$ cat src/rtl/sys_tmr_pkg.sv
package sys_tmr_pkg;
  typedef enum logic [1:0] {
    REG_CTL  = 2'd0,
    REG_CMP  = 2'd1,
    REG_TVAL = 2'd2,
    REG_RSVD = 2'd3
  } reg_sel_e;

  localparam int CH_PHYS = 0;
  localparam int CH_VIRT = 1;

  typedef struct packed {
    logic mask;
    logic en;
  } ctl_t;
endpackage

$ cat src/rtl/tmr_channel.sv
module tmr_channel
  import sys_tmr_pkg::*;
#(
  parameter int CW = 64,
  parameter int TW = 32
) (
  input  logic          clk_i,
  input  logic          rst_ni,
  input  logic [CW-1:0] cnt_i,
  input  logic          wr_ctl_i,
  input  logic          wr_cmp_i,
  input  logic          wr_tval_i,
  input  logic [CW-1:0] wdata_i,
  output logic [2:0]    ctl_o,
  output logic [CW-1:0] cmp_o,
  output logic [CW-1:0] tval_o,
  output logic          irq_o
);
  localparam int EW = CW - TW;

  ctl_t          ctl_q, ctl_d;
  logic [CW-1:0] cmp_q, cmp_d;
  logic [CW-1:0] tval_ext, diff;
  logic          irq_q, irq_d, status;

  assign tval_ext = {{EW{wdata_i[TW-1]}}, wdata_i[TW-1:0]};

  always_comb begin
    ctl_d = ctl_q;
    cmp_d = cmp_q;
    if (wr_ctl_i) ctl_d = '{mask: wdata_i[1], en: wdata_i[0]};
    if (wr_cmp_i)       cmp_d = wdata_i;
    else if (wr_tval_i) cmp_d = cnt_i + tval_ext;
    // evaluate with next-state so writes take effect at their own edge
    irq_d = ctl_d.en & ~ctl_d.mask & (cnt_i >= cmp_d);
  end

  always_ff @(posedge clk_i or negedge rst_ni) begin
    if (!rst_ni) begin
      ctl_q <= '0;
      cmp_q <= '0;
      irq_q <= 1'b0;
    end else begin
      ctl_q <= ctl_d;
      cmp_q <= cmp_d;
      irq_q <= irq_d;
    end
  end

  assign status = ctl_q.en & (cnt_i >= cmp_q);
  assign diff   = cmp_q - cnt_i;
  assign ctl_o  = {status, ctl_q.mask, ctl_q.en};
  assign cmp_o  = cmp_q;
  assign tval_o = {{EW{diff[TW-1]}}, diff[TW-1:0]};
  assign irq_o  = irq_q;

  p_irq_needs_en_r5: assert property (@(posedge clk_i) disable iff (!rst_ni)
    irq_o |-> (ctl_q.en && !ctl_q.mask));
  p_no_early_r3: assert property (@(posedge clk_i) disable iff (!rst_ni)
    irq_o |-> ($past(cnt_i) >= cmp_q));
  p_ctl_zero_drops_r7: assert property (@(posedge clk_i) disable iff (!rst_ni)
    (wr_ctl_i && !wdata_i[0]) |=> !irq_o);
  p_past_cmp_fires_r6: assert property (@(posedge clk_i) disable iff (!rst_ni)
    (wr_cmp_i && !wr_ctl_i && ctl_q.en && !ctl_q.mask && (cnt_i >= wdata_i)) |=> irq_o);
  p_mask_silences_r8: assert property (@(posedge clk_i) disable iff (!rst_ni)
    (ctl_q.en && ctl_q.mask) |-> !irq_o);
  p_tval_load_r9: assert property (@(posedge clk_i) disable iff (!rst_ni)
    (wr_tval_i && !wr_cmp_i) |=> (cmp_q == $past(cnt_i + tval_ext)));
  p_status_off_r4: assert property (@(posedge clk_i) disable iff (!rst_ni)
    !ctl_q.en |-> !ctl_o[2]);
endmodule

$ cat src/rtl/tmr_regif.sv
module tmr_regif
  import sys_tmr_pkg::*;
#(
  parameter int CW  = 64,
  parameter int NCH = 2,
  parameter int AW  = 3
) (
  input  logic                    clk_i,
  input  logic                    rst_ni,
  input  logic                    req_i,
  input  logic                    we_i,
  input  logic [AW-1:0]           addr_i,
  input  logic [NCH-1:0][2:0]     ctl_i,
  input  logic [NCH-1:0][CW-1:0]  cmp_i,
  input  logic [NCH-1:0][CW-1:0]  tval_i,
  output logic [NCH-1:0]          wr_ctl_o,
  output logic [NCH-1:0]          wr_cmp_o,
  output logic [NCH-1:0]          wr_tval_o,
  output logic [CW-1:0]           rdata_o
);
  localparam int SW = 2;
  localparam int IW = AW - SW;

  reg_sel_e      sel;
  logic [IW-1:0] ch;
  logic          ch_ok;
  logic [CW-1:0] rdata_q, rd_mux;

  assign sel   = reg_sel_e'(addr_i[SW-1:0]);
  assign ch    = addr_i[AW-1:SW];
  assign ch_ok = (int'(ch) < NCH);

  for (genvar g = 0; g < NCH; g++) begin : g_wr
    logic hit;
    assign hit          = req_i && we_i && (int'(ch) == g);
    assign wr_ctl_o[g]  = hit && (sel == REG_CTL);
    assign wr_cmp_o[g]  = hit && (sel == REG_CMP);
    assign wr_tval_o[g] = hit && (sel == REG_TVAL);
  end

  always_comb begin
    rd_mux = '0;
    if (ch_ok) begin
      unique case (sel)
        REG_CTL:  rd_mux = {{(CW-3){1'b0}}, ctl_i[ch]};
        REG_CMP:  rd_mux = cmp_i[ch];
        REG_TVAL: rd_mux = tval_i[ch];
        default:  rd_mux = '0;
      endcase
    end
  end

  always_ff @(posedge clk_i or negedge rst_ni) begin
    if (!rst_ni)            rdata_q <= '0;
    else if (req_i && !we_i) rdata_q <= rd_mux;
  end

  assign rdata_o = rdata_q;

  p_rd_hold_r13: assert property (@(posedge clk_i) disable iff (!rst_ni)
    !(req_i && !we_i) |=> $stable(rdata_o));
  p_one_write_r11: assert property (@(posedge clk_i) disable iff (!rst_ni)
    $onehot0({wr_ctl_o, wr_cmp_o, wr_tval_o}));
endmodule

$ cat src/rtl/sys_timer_pair.sv
module sys_timer_pair
  import sys_tmr_pkg::*;
#(
  parameter int CW = 64,
  parameter int TW = 32,
  parameter int AW = 3
) (
  input  logic          clk_i,
  input  logic          rst_ni,
  input  logic [CW-1:0] count_i,
  input  logic [CW-1:0] voff_i,
  input  logic          req_i,
  input  logic          we_i,
  input  logic [AW-1:0] addr_i,
  input  logic [CW-1:0] wdata_i,
  output logic [CW-1:0] rdata_o,
  output logic          irq_phys_o,
  output logic          irq_virt_o
);
  localparam int NCH = 2;

  logic [NCH-1:0][2:0]    ctl;
  logic [NCH-1:0][CW-1:0] cmp, tval, eff_cnt;
  logic [NCH-1:0]         wr_ctl, wr_cmp, wr_tval, irq;

  tmr_regif #(.CW(CW), .NCH(NCH), .AW(AW)) u_regif (
    .clk_i, .rst_ni, .req_i, .we_i, .addr_i,
    .ctl_i(ctl), .cmp_i(cmp), .tval_i(tval),
    .wr_ctl_o(wr_ctl), .wr_cmp_o(wr_cmp), .wr_tval_o(wr_tval),
    .rdata_o
  );

  for (genvar g = 0; g < NCH; g++) begin : g_ch
    if (g == CH_VIRT) begin : g_virt
      assign eff_cnt[g] = count_i - voff_i;
    end else begin : g_phys
      assign eff_cnt[g] = count_i;
    end

    tmr_channel #(.CW(CW), .TW(TW)) u_ch (
      .clk_i, .rst_ni,
      .cnt_i(eff_cnt[g]),
      .wr_ctl_i(wr_ctl[g]), .wr_cmp_i(wr_cmp[g]), .wr_tval_i(wr_tval[g]),
      .wdata_i,
      .ctl_o(ctl[g]), .cmp_o(cmp[g]), .tval_o(tval[g]), .irq_o(irq[g])
    );
  end

  assign irq_phys_o = irq[CH_PHYS];
  assign irq_virt_o = irq[CH_VIRT];
endmodule

$ cat config.mk
export PLATFORM = sky130hd
export DESIGN_NAME = sys_timer_pair
export DESIGN_NICKNAME = d
export VERILOG_FILES = /design/src/rtl/sys_tmr_pkg.sv /design/src/rtl/tmr_channel.sv /design/src/rtl/tmr_regif.sv /design/src/rtl/sys_timer_pair.sv
export SDC_FILE = /design/constraint.sdc
export NUM_CORES = 1
export LEC_CHECK = 0
export ABC_AREA = 1
export BUFFER_PORTS_ARGS = -buffer_cell sky130_fd_sc_hd__buf_2
export CAP_MARGIN = 20
export CORE_ASPECT_RATIO = 0.5
export CORE_UTILIZATION = 57
export CTS_CLUSTER_DIAMETER = 100
export DETAILED_ROUTE_END_ITERATION = 16
export PLACE_DENSITY_LB_ADDON = 0.12
export SYNTH_ARGS = -nofsm -noshare
export SYNTH_HDL_FRONTEND = slang
export SYNTH_SLANG_ARGS = --single-unit
$ cat constraint.sdc
create_clock -name clk_i -period 2.35 [get_ports clk_i]
set_input_delay 0.47 -clock clk_i [delete_from_list [all_inputs] [get_ports clk_i]]
set_output_delay 0.47 -clock clk_i [all_outputs]
set_load 0.02 [all_outputs]
==> results of run 1 <==
## through the flow
step                worst slack [ns]  instances  util, %  TNS [ns]  cell area (um^2)
CTS                            -2.72       8206     92.5   -160.80             53500
detailed placement             -4.24       8068     83.5   -307.94             48400
floorplan                      -2.51       5552        -   -119.37             34200
global placement               -4.14       8068     83.5   -288.54             48400
## layer usage
layer	track usage [%]	overflow
met1	90.4	76
met5	68.9	12
met3	85.2	79
met4	97.3	458
met2	105	988
## what timing repair did
item / 4_1_cts
pin swaps: 231
hold buffers: 1
hold endpoints to repair: 41
cloned: 4
resized for setup: 856
endpoints found under the setup margin: 168
setup buffers: 103
## kinds of logic after synthesis
kind of cell             after synthesis
flip-flops                           198
AO/OA/AOI/OAI                       1464
AND/OR/NAND/NOR                     2213
XOR/XNOR                             104
buffers and inverters               1060
adder cells (fa/ha/maj)              513
==> flow_summary.yaml, run 1 <==
run_status:
  status: "aborted with a tool error"
  haltStage: "global routing (5_1_grt)"
  stop_error: "[ERROR GRT-0116] Global routing finished with congestion. Check the congestion regions in the DRC Viewer."
synthesis:
  synth_compound_area_share_pct: 24.4
  yosysUniqueCellTypes: 59
  ys_seq_area_share_pct: 14.7
  synth_xor_area_share_pct: 2.70
  synth_top_family_by_area: "simple AND/OR/NAND/NOR gates"
  async_flop_share_pct: 100
  synth_edf_count: 0
  ys.flop_type: "dfrtp_1"
  syn_area_um2: 33700
  synth_common_cells: "nand2_1, inv_1, a21oi_1, nor2_1, ha_1"
  synth_top_area_share_pct: 18.9
  synth-seq-cells: 198
  synth_cells: 5552
  synth_top_area_cell: "ha_1"
  syn_area_per_cell_um2: 6.07
  synthesis.nets: 6264
  muxShareOfSynthArea_pct: 0
  yosys_warnings: 0
  yosys.area_share.simple_pct: 27.1
  synthTopCellsByArea: "ha_1, dfrtp_1, nand2_1"
  synth_most_common_cell: "nand2_1"
  yosys.area_share.adder_pct: 19.2
global_routing:
  grt_pass1_vias: 68100
  grt-ovfl-total: 1613
  grt_use_total_pct: 93.6
  grt_pass1_wl_um: 440000
  grt_max_degree: 157
die:
  rows: 62
  die_h_um: 174
  die_width_um: 346
  start_util_pct: 58.3
  io-pin-count: 265
clock_network:
  h-tree-depth: 4
  cts-root-buf: "clkbuf_16"
  clockBufferDepth: 2
  cts_buffers: 17
  clock_sinks: 198
placement:
  port_buffers: 264
  hpwl_um: 145000
  place.gp.congestion: 1.35
==> inputs of run 2 (changes only) <==
- CORE_ASPECT_RATIO: 0.5 -> not set
- CORE_UTILIZATION: 57 -> 40
- CTS_CLUSTER_DIAMETER: 100 -> not set
- PLACE_DENSITY_LB_ADDON: 0.12 -> 0.15
- clock period: 2.35 -> 3.1 ns (I/O delays scaled with it)
==> flow_summary.yaml, run 2 <==
run_status:
  status: "finished, violations left"
  failed_checks: "negative setup slack"
critical_path:
  critPathArrivalTime_ns: 5.93
  crit_path_frequent_cell: "buf_4"
  required_ns: 3.58
  crit_type: "input pin to flip-flop"
  critPathLaunchType: "input pin"
  setup.worst_path.end_class: "flip-flop"
  max_stage_delay_ns: 0.30
  cp_max_fo: 5
  crit_slowest_cell: "ha_1"
placement:
  dp_cells: 8241
  hpwl_um: 166000
  port_buffers: 264
  place.gp.congestion: 1.14
die:
  die-area_um2: 85400
  rows: 106
  die_h_um: 292
  core_um2: 83600
  die_width_um: 292
  start_util_pct: 40.3
  io-pin-count: 265
synthesis:
  synth_edf_count: 0
  synth_most_common_cell: "nand2_1"
  yosysUniqueCellTypes: 59
  synth_top_area_share_pct: 18.9
  synthTopCellsByArea: "ha_1, dfrtp_1, nand2_1"
  ys.flop_type: "dfrtp_1"
  synth-seq-cells: 198
  synth_cells: 5552
  async_flop_share_pct: 100
  syn_area_um2: 33700
  synth_top_area_cell: "ha_1"
  syn_area_per_cell_um2: 6.07
  yosys_warnings: 0
  ys_seq_area_share_pct: 14.7
  synth_common_cells: "nand2_1, inv_1, a21oi_1, nor2_1, ha_1"
  synthesis.nets: 6264
route:
  wirelength_um: 198000
  drtIter0Drc: 3920
  ant_nets: 0
  viasPerCell: 5.48
  vias: 45900
  drc: 0
  drt_pre_antenna_iters: 6
  wire_per_inst_um: 23.7
clock_network:
  clock_latency_ns: 0.54
  cts_tree: "done"
  clkTransAtPathRegs_ns: 0.09
  h-tree-depth: 4
  cts-root-buf: "clkbuf_16"
  clock_sinks: 198
  cts_buffers: 17
  clockBufferDepth: 2
  cts_hold_buf: 0
sta:
  period_needed_ns: 5.45
  relSlewSlack_pct: 52.0
  slew_viol_final: 0
  min_period_over_period_pct: 176
  clock-skew-final_ns: 0.0260
  setup_slack_ns: -2.35
  rsz0062_at_grt: "true"
  clock.fmax_ghz: 0.183
  hold_violations: 0
  tightest_slew_ns: 0.712
  setup_viol: 121
global_routing:
  grt_pass1_wl_um: 280000
  grt_max_degree: 71
  grt-ovfl-total: 0
  antenna_found_initial: 3
  grt_pass1_vias: 43600
  grt_use_total_pct: 44.8
finish:
  final_common_cell: "buf_4"
  final_core_util_pct: 65.4
  nNetsFinal: 7990
  area_delta_synth_final_pct: 62.1
  layout_common_cells: "buf_4, nand2_1, inv_1, a21oi_1, nor2_1"
  layoutNonFillerInstCount: 8373
  largest_reg_flops: 128
  drive_above_1_share_pct: 40.2
min_path:
  hold_path_class: "input pin to async pin"
power:
  ir_drop_v: 0.000540
  p_leak_nw: 27.6
  cellPowerDensity_nw_per_um2: 549
  power.total_mw: 30.0
flow_run:
  max_cap_viol_count: 0
[run 2: cells by family after synthesis]
logic type	count (synthesis)	share of synthesized area (%)
XOR/XNOR	104	2.70
adder cells (fa/ha/maj)	513	19.2
AO/OA/AOI/OAI	1464	24.4
AND/OR/NAND/NOR	2213	27.1
buffers and inverters	1060	12.0
flip-flops	198	14.7
[run 2: per-layer routing]
layer / vias up / global-route usage (%) / wire length [um]
met5: - / 0 / 13
met4: 2 / 40.3 / 21500
met3: 613 / 4.96 / 13400
met2: 2076 / 70.7 / 85800
met1: 21300 / 53.8 / 77600
li1: 21900 / - / -
[run 2: critical path, delay by kind of cell]
kind                       cells  cell delay, ns
buffers and inverters         10            1.11
xor gates and xnor gates       1            0.27
AOI/OAI and AO/OA             11            1.69
and+or+nand+nor               11            1.42
adders and majority gates      3            0.79
[run 2: final timing paths]
kind / end / cells past startpoint / slack [ns] / from
setup / recovery: g_ch[1].u_ch.irq_o / 36 / -2.35 / count_i[5]
hold / removal: g_ch[1].u_ch.ctl_o[1] / 1 / 0.05 / rst_ni
setup reg to reg: u_regif.rdata_o[2] / 17 / 0 / g_ch[0].u_ch.cmp_o[31]
hold reg to reg: u_regif.rdata_o[31] / 2 / 0.48 / u_regif.rdata_o[31]
max in group asynchronous: g_ch[0].u_ch.cmp_o[14] / 2 / 2.27 / rst_ni
min in group clk_i: g_ch[1].u_ch.cmp_o[62] / 3 / 0.42 / wdata_i[62]
[run 2: cell type report]
cell class / count / area, um^2
clock buffers: 18 / 429
diodes: 2 / 5.00
fillers: 7770 / 28900
flip-flops and latches: 198 / 4950
repair buffers: 1808 / 13600
multi-input cells: 4294 / 30600
inverters: 959 / 3620
well taps: 1080 / 1350
clock inverters: 14 / 160
[run 2: per-stage QoR]
step	setup slack [ns]	hold slack, ns	setup TNS, ns	area [um^2]
floorplan	-1.91	0.324	-48.79	34200
global placement	-3.27	0.459	-207.06	47600
detailed placement	-3.29	0.459	-206.34	47600
CTS	-2.09	0.0462	-89.06	52100
global route	-2.62	0.0722	-112.16	54700
finish	-2.35	0.0495	-94.28	54700
[run 2: power by group]
group	leakage, nW	internal, mW	switching (mW)
clock network	0.278	1.08	1.44
logic	24.9	10.5	13.0
registers	2.35	3.27	0.712
total	27.6	14.9	15.2
[run 2: repair_timing]
item                                    CTS  global route
pin swaps                               222           157
setup buffers                            72            41
endpoints found under the setup margin  120           123
cloned                                    1             1
gates resized for setup                 767           559
No activity file was read; power rests on OpenSTA's default activity.
